<file path="src/rtl/chain_sel_pkg.sv">
package chain_sel_pkg;
  typedef enum logic {
    TGT_PAGE = 1'b0,
    TGT_DSEL = 1'b1
  } tgt_sel_e;
endpackage

</file>
<file path="src/rtl/chain_sel_rstsync.sv">
module chain_sel_rstsync #(
  parameter int STAGES = 2
) (
  input  logic clk,
  input  logic rst_n,
  output logic rst_n_sync
);
  logic [STAGES-1:0] sync_q;
  logic [STAGES-1:0] sync_d;

  always_comb begin
    sync_d = {sync_q[STAGES-2:0], 1'b1};
  end

  always_ff @(posedge clk or negedge rst_n) begin
    if (!rst_n) sync_q <= '0;
    else        sync_q <= sync_d;
  end

  assign rst_n_sync = sync_q[STAGES-1];
endmodule

</file>
<file path="src/rtl/chain_sel_cmd.sv">
module chain_sel_cmd
  import chain_sel_pkg::*;
#(
  parameter int W = 16
) (
  input  logic         clk,
  input  logic         rst_n,
  input  logic         sw_rst,
  input  logic         tgt_valid,
  input  logic         tgt_sel,
  input  logic         wr_valid,
  input  logic [W-1:0] wr_data,
  output logic         pa_ld,
  output logic         ds_ld,
  output logic [W-1:0] ld_data,
  output logic         pa_err
);
  localparam logic [W-1:0] ALL_ONES = '1;

  logic     pend_q, pend_d;
  tgt_sel_e pend_sel_q, pend_sel_d;
  logic     err_q, err_d;
  logic     consume;
  logic     page_rej;

  always_comb begin
    consume  = wr_valid && pend_q && !sw_rst;
    pa_ld    = consume && (pend_sel_q == TGT_PAGE) && (wr_data != ALL_ONES);
    page_rej = consume && (pend_sel_q == TGT_PAGE) && (wr_data == ALL_ONES);
    ds_ld    = consume && (pend_sel_q == TGT_DSEL);
    ld_data  = wr_data;
    err_d    = page_rej;

    pend_d     = pend_q;
    pend_sel_d = pend_sel_q;
    if (sw_rst) begin
      pend_d = 1'b0;
    end else if (tgt_valid) begin
      pend_d     = 1'b1;
      pend_sel_d = tgt_sel_e'(tgt_sel);
    end else if (consume) begin
      pend_d = 1'b0;
    end
  end

  always_ff @(posedge clk or negedge rst_n) begin
    if (!rst_n) begin
      pend_q     <= 1'b0;
      pend_sel_q <= TGT_PAGE;
      err_q      <= 1'b0;
    end else begin
      pend_q     <= pend_d;
      pend_sel_q <= pend_sel_d;
      err_q      <= err_d;
    end
  end

  assign pa_err = err_q;

  // the error flag never lasts two cycles
  p_err_single_r4: assert property (@(posedge clk) disable iff (!rst_n)
    pa_err |=> !pa_err);

  // a write with nothing pending loads neither register
  p_stray_write_r5: assert property (@(posedge clk) disable iff (!rst_n)
    (wr_valid && !pend_q) |-> (!pa_ld && !ds_ld));

  // a write consumes the pending target
  p_pend_consumed_r5: assert property (@(posedge clk) disable iff (!rst_n)
    (wr_valid && pend_q && !tgt_valid) |=> !pend_q);
endmodule

</file>
<file path="src/rtl/chain_sel_regs.sv">
module chain_sel_regs #(
  parameter int W = 16
) (
  input  logic         clk,
  input  logic         rst_n,
  input  logic         pa_ld,
  input  logic         ds_ld,
  input  logic [W-1:0] ld_data,
  output logic [W-1:0] pa_q,
  output logic [W-1:0] ds_q
);
  localparam logic [W-1:0] ALL_ONES = '1;

  logic [W-1:0] pa_d, ds_d;

  always_comb begin
    pa_d = pa_ld ? ld_data : pa_q;
    ds_d = ds_ld ? ld_data : ds_q;
  end

  always_ff @(posedge clk or negedge rst_n) begin
    if (!rst_n) begin
      pa_q <= '0;
      ds_q <= '0;
    end else begin
      pa_q <= pa_d;
      ds_q <= ds_d;
    end
  end

  // the page register never holds the illegal value
  p_pa_legal_r3: assert property (@(posedge clk) disable iff (!rst_n)
    pa_q != ALL_ONES);
endmodule

</file>
<file path="src/rtl/chain_sel_cmp.sv">
module chain_sel_cmp #(
  parameter int W = 16
) (
  input  logic [W-1:0] pa_q,
  input  logic [W-1:0] ds_q,
  input  logic         cmd_rd_req,
  input  logic         data_rd_req,
  output logic         dev_sel,
  output logic         bcast,
  output logic [W-1:0] cmd_rd_data,
  output logic         cmd_rd_oe,
  output logic         data_rd_oe
);
  localparam logic [W-1:0] ALL_ONES = '1;

  logic exact;
  logic rd_ok;

  always_comb begin
    exact       = (ds_q == pa_q);
    bcast       = (ds_q == ALL_ONES);
    dev_sel     = exact || bcast;
    rd_ok       = dev_sel && !bcast;
    cmd_rd_oe   = cmd_rd_req && rd_ok;
    data_rd_oe  = data_rd_req && rd_ok;
    cmd_rd_data = cmd_rd_oe ? ds_q : '0;
  end
endmodule

</file>
<file path="src/rtl/chain_select.sv">
module chain_select
  import chain_sel_pkg::*;
#(
  parameter int W          = 16,
  parameter int SYNC_STAGES = 2
) (
  input  logic         clk,
  input  logic         rst_n,
  input  logic         sw_rst,
  input  logic         tgt_valid,
  input  logic         tgt_sel,
  input  logic         wr_valid,
  input  logic [W-1:0] wr_data,
  input  logic         cmd_rd_req,
  input  logic         data_rd_req,
  output logic         dev_sel,
  output logic         bcast,
  output logic         pa_err,
  output logic [W-1:0] cmd_rd_data,
  output logic         cmd_rd_oe,
  output logic         data_rd_oe
);
  logic         rst_n_s;
  logic         pa_ld, ds_ld;
  logic [W-1:0] ld_data;
  logic [W-1:0] pa_q, ds_q;

  chain_sel_rstsync #(.STAGES(SYNC_STAGES)) u_rst (
    .clk(clk), .rst_n(rst_n), .rst_n_sync(rst_n_s)
  );

  chain_sel_cmd #(.W(W)) u_cmd (
    .clk(clk), .rst_n(rst_n_s), .sw_rst(sw_rst),
    .tgt_valid(tgt_valid), .tgt_sel(tgt_sel),
    .wr_valid(wr_valid), .wr_data(wr_data),
    .pa_ld(pa_ld), .ds_ld(ds_ld), .ld_data(ld_data), .pa_err(pa_err)
  );

  chain_sel_regs #(.W(W)) u_regs (
    .clk(clk), .rst_n(rst_n_s), .pa_ld(pa_ld), .ds_ld(ds_ld),
    .ld_data(ld_data), .pa_q(pa_q), .ds_q(ds_q)
  );

  chain_sel_cmp #(.W(W)) u_cmp (
    .pa_q(pa_q), .ds_q(ds_q),
    .cmd_rd_req(cmd_rd_req), .data_rd_req(data_rd_req),
    .dev_sel(dev_sel), .bcast(bcast), .cmd_rd_data(cmd_rd_data),
    .cmd_rd_oe(cmd_rd_oe), .data_rd_oe(data_rd_oe)
  );

  // a software reset leaves both registers as they were
  p_sw_keep_r9: assert property (@(posedge clk) disable iff (!rst_n_s)
    sw_rst |=> ($stable(pa_q) && $stable(ds_q)));

  // broadcast-only selection drives no read data
  p_bcast_mute_r8: assert property (@(posedge clk) disable iff (!rst_n_s)
    bcast |-> (!cmd_rd_oe && !data_rd_oe));

  // a broadcast target always selects the device
  p_bcast_sel_r6: assert property (@(posedge clk) disable iff (!rst_n_s)
    bcast |-> dev_sel);
endmodule

</file>
<file path="config.mk">
export PLATFORM = sky130hd
export DESIGN_NAME = chain_select
export DESIGN_NICKNAME = d
export VERILOG_FILES = /design/src/rtl/chain_sel_pkg.sv /design/src/rtl/chain_sel_rstsync.sv /design/src/rtl/chain_sel_cmd.sv /design/src/rtl/chain_sel_regs.sv /design/src/rtl/chain_sel_cmp.sv /design/src/rtl/chain_select.sv
export SDC_FILE = /design/constraint.sdc
export NUM_CORES = 1
export LEC_CHECK = 0
export CORE_MARGIN = 1.5
export CORE_UTILIZATION = 53
export DETAILED_ROUTE_END_ITERATION = 16
export GPL_ROUTABILITY_DRIVEN = 1
export PLACE_DENSITY = 0.84
export SETUP_SLACK_MARGIN = 0.1
export SLEW_MARGIN = 0
export SYNTH_ARGS = -nofsm -noshare
export SYNTH_HDL_FRONTEND = slang
export SYNTH_SLANG_ARGS = --single-unit
export TNS_END_PERCENT = 100
</file>
<file path="constraint.sdc">
create_clock -name clk -period 4 [get_ports clk]
set_input_delay 0.6 -clock clk [delete_from_list [all_inputs] [get_ports clk]]
set_output_delay 0.6 -clock clk [all_outputs]
set_load 0.01 [all_outputs]
</file>
==> reports/summary.md <==
Largest net degree at the start of global routing: 36. The run gives 21 as the number of rows created at floorplan. Launch point of the worst path: u_regs.ds_q[10]$_DFFE_PN0P_.

For the total number of nets in the final design, the log shows 222. For the worst setup path, the data required time is 3.40 ns. Along the worst path, the maximum fanout reaches 19.

The tools report the number of standard cells in the final layout excluding fillers as 244. The min-delay analysis places its worst path in the category flop to asynchronous set/reset pin. For this run, the number of Yosys warnings is 0. Power spread over the standard cell area amounts to 430 nW/um^2. At the end of routability-driven placement, the weighted congestion stood at 0.791. For the source-to-sink clock delay at the later pin of the worst-skew pair, the log shows 0.33 ns.

Clock transition at the registers of the reported paths: 0.10 ns. The tools report the remaining antenna violation count after routing as 0. Once the clock tree was built, the setup fixing pass inserted 0 buffers. The tools report the effective utilization at floorplan as 56.5%. The worst path uses 88.3% of the clock period. Relative to the synthesized area, the layout overhead comes to 27.5%.

Of the synthesized area, sequential elements account for 48.4%. The source of the worst register-to-register timing path was u_cmd.pend_sel_q$_DFFE_PN0P_. Counting distinct cell types in the post-synthesis netlist gives 27.

The most instantiated library cell after synthesis is sky130_fd_sc_hd__dfrtp_1. Share of the synthesized area in the top cell type: 48.4%. The global-route congestion overflow total was 0. The detailed router finished its first iteration with 85 violations. The run gives 45 as the number of I/O pins. Sorting the synthesized cells by area gives the leading types as sky130_fd_sc_hd__dfrtp_1 (48%), sky130_fd_sc_hd__mux2_2 (11%), sky130_fd_sc_hd__xor2_1 (7.3%). The number of placed instances, taps included was 237; the share of synthesized registers carrying an async set or reset was 100%. The run gives 0.000993 uW as the leakage power. The worst endpoint data arrival time is 2.93 ns, and the clock period minus worst slack is 3.53 ns. The floorplan die height came out at 63.1 microns. The worst setup path is captured at an output pin. The logs give 3980 sq um for the full die area and 3390 sq um for the core area.

The count of buffers added on input and output ports is 44. The tree is rooted in a sky130_fd_sc_hd__clkbuf_4. The first-pass GRT wire length came out at 6.76 mm. Setup violations remaining at the end of the flow were counted as 0. The final routed DRC violation total is 0. In this run, post-CTS repair resized a total of 0 instances.

The logs give 21.7% for the combined global-route utilization of all metal layers and 37 for the TritonCTS sink count. The initial antenna violation count is 0. The category of the most critical setup path was flop to output pin. In the final layout, the share of cells above drive strength 1 is 25.8%. The clock passes through at most 2 buffers. The count of TritonRoute iterations in the first routing pass was 4. The tools report the post-synth net total as 176. The die span in x was 63.1 microns; the slack of the worst reg-to-reg path was 2.18 ns. For the total number of vias, the log shows 1351. In the routed layout, each cell is associated on average with a via count of 5.54.

Counting flops and latches in the post-synthesis netlist gives 37. The logs give 2.96 mm for the post-detailed-placement half-perimeter wirelength and 0 for the number of antenna repair diodes. The logs give 3.96 mm for the sum of routed wire length over all layers and 5 for the total clock buffers created by CTS.

Between clock sinks in the finished design, the worst skew comes to 0.00780 ns. Timing would allow up to 283 MHz. VDD sags by at most 0.000246 V. Counting every instance in the synthesized netlist gives 152. A synthesized cell averages 12.6 sq um. In this run the cell area of the synthesized design comes to 1910 sq um.

Counting cells, the worst reg-to-reg path comes to 3. The total of max-cap violations was 0. Among all flip-flop cells after synthesis, the most frequent one is sky130_fd_sc_hd__dfrtp_1. Setup total negative slack on the finished layout was measured at 0 ns. The number of global-route vias before repair was 1429.

Setup repair after global routing left no endpoint under its margin. In this run, synthesis inferred 0 flip-flops with an integrated enable. Count of final max-slew check failures: 0.

TritonCTS built the clock tree. The number of hold violations in the final report was 0; the worst relative slew slack was 38.7%. Cell accounting for the most synthesized area: sky130_fd_sc_hd__dfrtp_1. Ranked by instance count, the synthesized netlist is headed by sky130_fd_sc_hd__dfrtp_1 (37), sky130_fd_sc_hd__mux2_2 (19), sky130_fd_sc_hd__nand2_1 (16), sky130_fd_sc_hd__xor2_1 (16), sky130_fd_sc_hd__nor3_2 (10). Dividing the detail-routed wire length by the instance count gives 16.2 microns. Total of hold buffers inserted after clock tree synthesis: 0. At the pin with the least slew margin, the transition time is 0.914 ns.

The run finished with clean final reports. For the maximum level of the CTS H-tree, the log shows 2. The endpoint identified for the worst register-to-register timing path is u_regs.pa_q[13]$_DFFE_PN0P_.

STA classifies the critical path startpoint as a flop.
worst max path at each step:
stage,endpoint,depth (start not counted)
2_1_floorplan,cmd_rd_data[10],5
3_3_place_gp,cmd_rd_data[0],5
3_5_place_dp,cmd_rd_data[4],5
4_1_cts,cmd_rd_data[4],5
5_1_grt,data_rd_oe,5
6_report,cmd_rd_oe,5
metrics by stage:
step / cell area [sq um] / utilization [%] / power (uW) / setup slack, ns / hold WS [ns]
2_1_floorplan: 1910 / - / 759 / 1.85 / 0.304
3_3_place_gp: 2390 / 70.4 / 840 / 0.903 / 0.279
3_5_place_dp: 2390 / 70.4 / 860 / 0.827 / 0.293
4_1_cts: 2440 / 72.0 / 1060 / 0.444 / 0.306
5_1_grt: 2440 / 72.0 / 1110 / 0.284 / 0.331
6_report: 2440 / 72.0 / 1050 / 0.467 / 0.284
metal layers:
layer,global-route usage (%),vias to the layer above,wire length [microns]
li1,-,632,-
met1,27.6,659,1790
met2,35.8,49,1870
met3,5.89,11,207
met4,7.78,0,87
met5,0,-,0
report_power, final:
group / switching, uW / internal (uW)
registers: 111 / 477
logic: 108 / 160
clock network: 111 / 83.0
layout make-up:
| cell class | count | area, sq um |
|---|---|---|
| repair buffers | 46 | 455 |
| well taps | 46 | 57.6 |
| inverters | 1 | 3.75 |
| multi-input cells | 107 | 943 |
| flip-flops and latches | 37 | 926 |
| fillers | 234 | 948 |
| clock buffers | 7 | 55.1 |
logic make-up (layout without fill, tap and decap cells):
family	count (synthesis)	in the layout	synth area share (%)
simple gates	56	56	20.1
mux	32	32	20.6
other cells	1	1	0.196
flops	37	37	48.4
buf+inv	8	54	2.68
compound gates	2	2	0.719
xor+xnor	16	16	7.32
layout by cell type (no fill, tap or decap), drive strengths merged:
cell type / netlist / layout
clkbuf: 3 / 7
mux2: 32 / 32
conb: 1 / 1
dfrtp: 37 / 37
inv: 1 / 1
nand4: 9 / 9
o22a: 1 / 1
buf: 4 / 2
xor2: 16 / 16
nor2: 2 / 2
nor4: 6 / 6
a21oi: 1 / 1
clkdlybuf4s50: 0 / 44
nand2: 16 / 16
nand2b: 1 / 1
or4b: 1 / 1
nor3: 16 / 16
nand4b: 1 / 1
nor2b: 2 / 2
nor3b: 2 / 2
critical path: stages, from the launching register on:
cell and delay [ns]:
sky130_fd_sc_hd__dfrtp_1 0.45, sky130_fd_sc_hd__xor2_1 0.20, sky130_fd_sc_hd__nor4_1 0.45, sky130_fd_sc_hd__nand4_2 0.56
sky130_fd_sc_hd__nor3b_1 0.36, sky130_fd_sc_hd__clkdlybuf4s50_1 0.58
registers in the layout, summed over array words and instances, names as in the netlist:
register and count:
u_rst.sync_q 2, u_regs.ds_q 16, u_regs.pa_q 16, u_cmd.pa_err 1, u_cmd.pend_sel_q 1, u_cmd.pend_q 1
Power figures use the tool's default switching activity.
